==> config.mk <==
export PLATFORM = sky130hd
export DESIGN_NAME = opseq_spi_master
export DESIGN_NICKNAME = d
export VERILOG_FILES = /design/src/rtl/opseq_pkg.sv /design/src/rtl/opseq_sck_tick.sv /design/src/rtl/opseq_shifter.sv /design/src/rtl/opseq_spi_master.sv
export SDC_FILE = /design/constraint.sdc
export NUM_CORES = 1
export LEC_CHECK = 0
export BUFFER_PORTS_ARGS = -buffer_cell sky130_fd_sc_hd__buf_2
export CELL_PAD_IN_SITES_DETAIL_PLACEMENT = 1
export CELL_PAD_IN_SITES_GLOBAL_PLACEMENT = 1
export CORE_MARGIN = 2
export CORE_UTILIZATION = 35
export DETAILED_ROUTE_END_ITERATION = 7
export HOLD_SLACK_MARGIN = 0.06
export MAX_ROUTING_LAYER = met4
export PLACE_DENSITY_LB_ADDON = 0.1
export SYNTH_ARGS = -nofsm -noshare
export SYNTH_HDL_FRONTEND = slang
export SYNTH_SLANG_ARGS = --single-unit
==> constraint.sdc <==
create_clock -name clk -period 7.86 [get_ports clk]
set_input_delay 1.179 -clock clk [delete_from_list [all_inputs] [get_ports clk]]
set_output_delay 1.179 -clock clk [all_outputs]
set_load 0.005 [all_outputs]
==> src/rtl/opseq_pkg.sv <==
package opseq_pkg;
  localparam logic [2:0] A_PROG  = 3'd0;
  localparam logic [2:0] A_TXD   = 3'd1;
  localparam logic [2:0] A_LOOP  = 3'd2;
  localparam logic [2:0] A_CLK   = 3'd3;
  localparam logic [2:0] A_CLEAR = 3'd4;

  typedef enum logic [1:0] {SQ_IDLE, SQ_RUN, SQ_SHIFT} sq_state_t;

  function automatic logic [3:0] byte_count(input logic [3:0] n);
    return (n == 4'd0 || n > 4'd8) ? 4'd8 : n;
  endfunction
endpackage

==> src/rtl/opseq_sck_tick.sv <==
module opseq_sck_tick #(
  parameter int DIV_W = 12
) (
  input  logic             clk,
  input  logic             rst,
  input  logic             run,
  input  logic [DIV_W-1:0] div,
  output logic             tick
);
  logic [DIV_W-1:0] cnt_q;

  always_ff @(posedge clk) begin
    if (rst || !run)      cnt_q <= '0;
    else if (cnt_q == div) cnt_q <= '0;
    else                   cnt_q <= cnt_q + 1'b1;
  end

  assign tick = run && (cnt_q == div);
endmodule

==> src/rtl/opseq_shifter.sv <==
module opseq_shifter #(
  parameter int DW    = 64,
  parameter int DIV_W = 12
) (
  input  logic             clk,
  input  logic             rst,
  input  logic             start,
  input  logic             rx_mode,
  input  logic [3:0]       nbytes,
  input  logic [DW-1:0]    txd,
  input  logic [DIV_W-1:0] div,
  input  logic             miso,
  output logic             sck,
  output logic             mosi,
  output logic             busy,
  output logic             done,
  output logic [DW-1:0]    rxd
);
  localparam int BCW = $clog2(DW + 1);

  logic          busy_q, sck_q, done_q, tick;
  logic [DW-1:0] sr_q, rsr_q;
  logic [BCW-1:0] bits_q;

  opseq_sck_tick #(.DIV_W(DIV_W)) u_tick (
    .clk(clk), .rst(rst), .run(busy_q), .div(div), .tick(tick)
  );

  always_ff @(posedge clk) begin
    if (rst) begin
      busy_q <= 1'b0; sck_q <= 1'b0; done_q <= 1'b0;
      sr_q <= '0; rsr_q <= '0; bits_q <= '0;
    end else begin
      done_q <= 1'b0;
      if (start && !busy_q) begin
        busy_q <= 1'b1;
        sck_q  <= 1'b0;
        sr_q   <= rx_mode ? '0 : txd;
        rsr_q  <= '0;
        bits_q <= BCW'({nbytes, 3'b000});
      end else if (busy_q && tick) begin
        if (!sck_q) begin
          sck_q <= 1'b1;
          rsr_q <= {rsr_q[DW-2:0], miso};
        end else begin
          sck_q  <= 1'b0;
          sr_q   <= {sr_q[DW-2:0], 1'b0};
          bits_q <= bits_q - 1'b1;
          if (bits_q == BCW'(1)) begin
            busy_q <= 1'b0;
            done_q <= 1'b1;
          end
        end
      end
    end
  end

  assign sck  = sck_q;
  assign mosi = sr_q[DW-1];
  assign busy = busy_q;
  assign done = done_q;
  assign rxd  = rsr_q;


  sck_idle_low_chk: assert property (@(posedge clk) disable iff (rst)
    !busy_q |-> !sck_q);

  mosi_hold_chk: assert property (@(posedge clk) disable iff (rst)
    (sck_q && $past(sck_q)) |-> $stable(mosi));
endmodule

==> src/rtl/opseq_spi_master.sv <==
module opseq_spi_master
  import opseq_pkg::*;
#(
  parameter int NCS   = 4,
  parameter int DW    = 64,
  parameter int DIV_W = 12
) (
  input  logic           clk,
  input  logic           rst,
  input  logic           reg_we,
  input  logic [2:0]     reg_addr,
  input  logic [DW-1:0]  reg_wdata,
  input  logic           rx_pop,
  output logic [DW-1:0]  rx_data,
  output logic [63:0]    status,
  output logic           sck,
  output logic           mosi,
  input  logic           miso,
  output logic [NCS-1:0] cs_n
);
  sq_state_t        st_q;
  logic [DW-1:0]    prog_q, tx_q, rx_q, sh_rxd;
  logic [2:0]       pc_q;
  logic [7:0]       loop_q, loop_cfg_q;
  logic             implicit_q, trig_q, shift_rx_q;
  logic [DIV_W-1:0] div_q;
  logic             tx_full, rx_full, tx_ovr, rx_ovr, rx_und;
  logic [3:0]       cs_sel_q;
  logic [5:0]       op_lsb;
  logic [7:0]       op;
  logic [3:0]       op_hi, op_lo;
  logic             sh_start, sh_rx, stall, step, go_idle, sh_busy, sh_done;
  logic [7:0]       state_code;

  assign op_lsb = {3'd7 - pc_q, 3'b000};
  assign op     = prog_q[op_lsb +: 8];
  assign op_hi  = op[7:4];
  assign op_lo  = op[3:0];

  always_comb begin
    sh_start = 1'b0; sh_rx = 1'b0; stall = 1'b0; step = 1'b0; go_idle = 1'b0;
    if (st_q == SQ_RUN) begin
      case (op_hi)
        4'h0: if (op_lo == 4'h0) go_idle = 1'b1; else step = 1'b1;
        4'h3: if (tx_full) sh_start = 1'b1; else stall = 1'b1;
        4'h4: if (!rx_full && (tx_full || (implicit_q && trig_q))) begin
                sh_start = 1'b1; sh_rx = 1'b1;
              end else stall = 1'b1;
        4'hE: step = (loop_q == 8'd0);
        default: step = 1'b1;
      endcase
    end
  end

  opseq_shifter #(.DW(DW), .DIV_W(DIV_W)) u_shift (
    .clk(clk), .rst(rst), .start(sh_start), .rx_mode(sh_rx),
    .nbytes(byte_count(op_lo)), .txd(tx_q), .div(div_q), .miso(miso),
    .sck(sck), .mosi(mosi), .busy(sh_busy), .done(sh_done), .rxd(sh_rxd)
  );

  always_ff @(posedge clk) begin
    if (rst) begin
      st_q <= SQ_IDLE; prog_q <= '0; pc_q <= '0; loop_q <= '0; loop_cfg_q <= '0;
      implicit_q <= 1'b0; trig_q <= 1'b0; shift_rx_q <= 1'b0; div_q <= '0;
      tx_q <= '0; rx_q <= '0; tx_full <= 1'b0; rx_full <= 1'b0;
      tx_ovr <= 1'b0; rx_ovr <= 1'b0; rx_und <= 1'b0; cs_sel_q <= '0;
    end else begin
      if (reg_we && reg_addr == A_CLEAR) begin
        tx_ovr <= 1'b0; rx_ovr <= 1'b0; rx_und <= 1'b0;
      end
      if (reg_we && reg_addr == A_LOOP) begin
        loop_cfg_q <= reg_wdata[39:32];
        implicit_q <= reg_wdata[10];
      end
      if (reg_we && reg_addr == A_CLK) div_q <= reg_wdata[63:52];
      if (sh_start && tx_full) tx_full <= 1'b0;
      if (reg_we && reg_addr == A_TXD) begin
        if (tx_full) tx_ovr <= 1'b1;
        else begin tx_q <= reg_wdata; tx_full <= 1'b1; end
      end
      if (rx_pop) begin
        if (rx_full) rx_full <= 1'b0;
        else         rx_und  <= 1'b1;
      end
      case (st_q)
        SQ_IDLE: if (reg_we && reg_addr == A_PROG) begin
          prog_q <= reg_wdata; pc_q <= '0; st_q <= SQ_RUN;
          loop_q <= loop_cfg_q; trig_q <= 1'b0;
        end
        SQ_RUN: begin
          if (stall && op_hi == 4'h4 && rx_full) rx_ovr <= 1'b1;
          if (go_idle) st_q <= SQ_IDLE;
          else if (sh_start) begin
            st_q <= SQ_SHIFT; shift_rx_q <= sh_rx;
            if (sh_rx) trig_q <= 1'b1;
          end else if (op_hi == 4'hE && loop_q != 8'd0) begin
            loop_q <= loop_q - 1'b1; pc_q <= op_lo[2:0];
          end else if (step) begin
            if (op_hi == 4'h1) cs_sel_q <= op_lo;
            if (pc_q == 3'd7) st_q <= SQ_IDLE;
            else              pc_q <= pc_q + 1'b1;
          end
        end
        SQ_SHIFT: if (sh_done) begin
          if (shift_rx_q) begin rx_q <= sh_rxd; rx_full <= 1'b1; end
          if (pc_q == 3'd7) st_q <= SQ_IDLE;
          else begin st_q <= SQ_RUN; pc_q <= pc_q + 1'b1; end
        end
        default: st_q <= SQ_IDLE;
      endcase
    end
  end

  for (genvar k = 0; k < NCS; k++) begin : g_cs
    assign cs_n[k] = !(cs_sel_q == 4'(k + 1));
  end

  always_comb begin
    case (st_q)
      SQ_RUN:   state_code = stall ? 8'h08 : 8'h02;
      SQ_SHIFT: state_code = 8'h04;
      default:  state_code = 8'h01;
    endcase
  end

  assign rx_data = rx_q;
  assign status  = {rx_full, rx_ovr, rx_und, 1'b0, tx_full, tx_ovr, 2'b00,
                    state_code, 48'd0};


  prog_start_chk: assert property (@(posedge clk) disable iff (rst)
    (st_q == SQ_IDLE && reg_we && reg_addr == A_PROG) |=> (st_q == SQ_RUN && pc_q == 3'd0));

  stop_idle_chk: assert property (@(posedge clk) disable iff (rst)
    (st_q == SQ_RUN && op == 8'h00) |=> st_q == SQ_IDLE);

  cs_single_chk: assert property (@(posedge clk) disable iff (rst)
    $onehot0(~cs_n));

  tx_consume_chk: assert property (@(posedge clk) disable iff (rst)
    $fell(tx_full) |-> $past(st_q == SQ_RUN));

  rx_fill_chk: assert property (@(posedge clk) disable iff (rst)
    $rose(rx_full) |-> $past(st_q == SQ_SHIFT && shift_rx_q && sh_done));

  tx_ovr_chk: assert property (@(posedge clk) disable iff (rst)
    (reg_we && reg_addr == A_TXD && tx_full) |=> tx_ovr);

  rx_und_chk: assert property (@(posedge clk) disable iff (rst)
    (rx_pop && !rx_full) |=> rx_und);
endmodule

==> summary.md <==
| Metric | Value |
|---|---|
| Layout cells sized above 1 | 0.152 |
| Sequential share of the synthesized area | 0.489 |
| Critical Path Sink Type | output pin |
| Core Util, Final | 0.409 |
| Die Y | between 200 and 250 µm |
| Post-synth EDFFs | 0 |
| Remaining global-route overflow | 0 |
| DR vias/cell | 4.91 |
| Critical path type | reg -> out |
| Int Power | ~0.0033 W |
| Post-CTS setup buffers | 0 |
| Tcrit/Tclk final | 0.580 |
| Die width | about 220 µm |
| Sequential power share | 0.465 |
| Gpl congestion | around 0.83 |
| DR WL/cell | 17.1 µm |
| Max-Slew Margin vs Limit | 0.274 |
| Skew-Pair Late Insertion Delay | 580 ps |
| Final setup viols | 0 |
| Skew final | roughly 19 ps |
| Final Instance Count excl. Fillers | about 2600 |
| Synth Area per Inst | approximately 8.3 µm² |
| Critical Path Source Type | flop |
| Top cells by area, synth | dfxtp_1 49%, nand2_1 15%, a21oi_1 9.4% |
| I/O Buffers | 150 |
| CTS-repair resized insts | 0 |
| Clock Root Buffer | clkbuf_16 |
| Fin. Hold Viols | 0 |
| Register bit count reported by yosys | ~390 |
| Initial antenna violation count | 0 |
| Post-CTS Hold Fix Bufs | 0 |
| Commonest non-fill, non-tap cell in the layout | nand2_1 |
| RSZ-0062 raised after global routing | false |
| Most frequent cells in the layout | 615 x nand2_1, 387 x dfxtp_1, 298 x a21oi_1, 149 x buf_2, 78 x nor2_1 |
| Switch share | 0.234 |
| Main combinational cell family by area after synthesis | simple AND/OR/NAND/NOR gates |
| # fillers | 5313 |
| Post-DP HPWL | 29.9 mm |
| Status | finished, final reports clean |
| Netlist cell types | 67 |
| Pwr Total | about 0.0043 W |
| Clock network fraction of total power | 0.483 |
| Synth Area in XOR/XNOR | 0.0160 |
| Core Area | ~0.044 mm² |
| Cell taking the most area after synthesis | dfxtp_1 |
| Max Slew Vio Count | 0 |
| Top_reg_cell synth | dfxtp_1 |
| Largest net degree at the start of global routing | 125 |
| Sw Pwr | between 0.001 and 0.0015 W |
| # H-tree levels | 2 |
| First-pass GRT wire length | between 70 and 80 mm |
| Reg clk slew, reported paths | 60 ps |
| Setup TNS | 0 ps |
| Hold crit path type | reg -> reg |
| Num ports | between 200 and 250 |
| CTS buffer count | 45 |
| Max capacitance violation total | 0 |
| FMAX | ~220 MHz |
| Comb pwr share | 0.052 |
| Inst Count DP | approximately 2500 |
| Fin nets | 2073 |
| Multiplexer area fraction after synthesis | 0.0788 |
| Clock sinks | 387 |
| Syn-to-layout area delta | 14.7% |
| Syn Inst Count | 1915 |
| CP max FO | 10 |
| Vias | around 13000 |
| Routed Antenna Nets | 0 |
| Minimum clock period | about 4600 ps |
| TritonCTS clock tree | yes |
| Post-Route WL | 44.7 mm |
| Post-synth ARST share | 0 |
| # DRC | 0 |
| Initial drt markers | ~570 |
| Yosys warns | 0 |
| Post-synthesis instance area | roughly 0.016 mm² |
| Post-synthesis simple-gate area fraction | 0.201 |
| Worst-Margin Slew | roughly 1100 ps |
| Lkg Pwr | roughly 6.8 nW |
| Rows | 77 |
| Max Root-Sink Buffers | 3 |
| Vias in the first global route | between 10000 and 15000 |
| Peak VDD IR | roughly 0.12 mV |
| Die ar. | around 0.047 mm² |
| Share of the synthesized area in the top cell type | 0.489 |
| ANT cells | 0 |
| Synth Area in Adders | 0.00790 |
| GRT Overall Usage | 0.195 |
| Power per Cell Area | between 200 and 250 mW/mm² |
| Crit path arrival time | around 3400 ps |
| Post-synthesis compound-gate area fraction | 0.140 |
| Starting Density | 0.357 |
| CP required | between 6000 and 7000 ps |
| Pre-antenna DRT Iters | 4 |
[registers in the layout, indices dropped and copies added, names as in the netlist, 7 cells and up]
signal,count
rx_data,64
div_q,12
u_shift.sr_q,64
loop_q,8
prog_q,64
u_shift.u_tick.cnt_q,12
u_shift.bits_q,7
tx_q,64
u_shift.rxd,64
loop_cfg_q,8
[worst paths after layout]
path | depth (start not counted) | endpoint | slack (ps) | from
max | 7 | status[51] | 3300 | pc_q[2]
min | 2 | u_shift.sr_q[6] | 450 | tx_q[6]
max reg2reg | 8 | u_shift.sr_q[38] | 3790 | st_q[1]
min reg2reg | 2 | u_shift.sr_q[6] | 450 | tx_q[6]
[critical path, cell delays in order, from the launching register on]
cell	delay (ps)
dfxtp_1	640
mux4_1	660
mux2_2	380
nor3_2	330
o2bb2ai_1	150
nand2_1	90
nor3_1	350
buf_2	210
[cell usage after synthesis, types with 3 or more instances]
master,count
and2_1,3
nand4_1,8
nand3b_1,4
nor4_1,3
xor2_1,8
nand4b_1,5
o31ai_1,4
or3_1,3
and3_1,10
nor2_1,79
buf_4,65
xnor2_1,21
nand2_1,616
a21oi_1,298
buf_2,16
nor2b_1,5
nand2b_1,4
nor3_1,6
o21ai_0,22
mux2_2,32
clkbuf_1,96
mux4_2,9
or2_2,3
mux4_1,5
ha_1,10
buf_1,9
inv_1,15
nor3b_1,3
mux2i_1,47
nand3_1,12
a211oi_1,8
a22oi_1,29
dfxtp_1,387
o21ai_1,28
buf_6,4
[logic make-up after synthesis]
| logic type | after synthesis |
|---|---|
| adder cells (fa/ha/maj) | 10 |
| AND/OR/NAND/NOR | 777 |
| XOR/XNOR | 29 |
| other | 1 |
| flip-flops | 387 |
| AO/OA/AOI/OAI | 407 |
| multiplexers | 98 |
| buffers and inverters | 206 |
[per-stage QoR]
| stage | hold slack, ps | setup slack [ps] | area [µm²] |
|---|---|---|---|
| 6_report | 448 | 3300 | 18200 |
| 3_5_place_dp | 442 | 3720 | 16700 |
| 2_1_floorplan | 425 | 4660 | 16000 |
| 5_1_grt | 467 | 3130 | 18200 |
| 4_1_cts | 442 | 3310 | 18200 |
| 3_3_place_gp | 430 | 3980 | 16700 |
[layer usage]
layer	wire, µm	up-vias	part of all wire	track usage
met1	20900	6179	0.47	0.248
met3	1640	60	0.037	0.0323
met5	0	-	0	-
met2	21400	188	0.48	0.323
li1	-	6414	-	-
met4	816	0	0.018	0.0459
[area by class of cell]
cell class,count,area (µm²),area share
tap,592,741,0.0408
clock buffer,69,1390,0.0763
sequential,387,7750,0.427
multi-input combinational,1376,7260,0.400
timing repair buffer,165,872,0.0480
clock inverter,11,93.8,0.00517
inverter,16,60.1,0.00331
[power by group through the flow]
stage                     clock, W  sequential (W)  combinational (W)
after floorplan                  0         0.00204           0.000163
after global placement           0         0.00204           0.000222
after detailed placement         0         0.00204           0.000225
after CTS                  0.00214         0.00200           0.000226
after global routing       0.00223         0.00200           0.000250
final                      0.00208         0.00200           0.000225
Power figures use the tool's default switching activity.
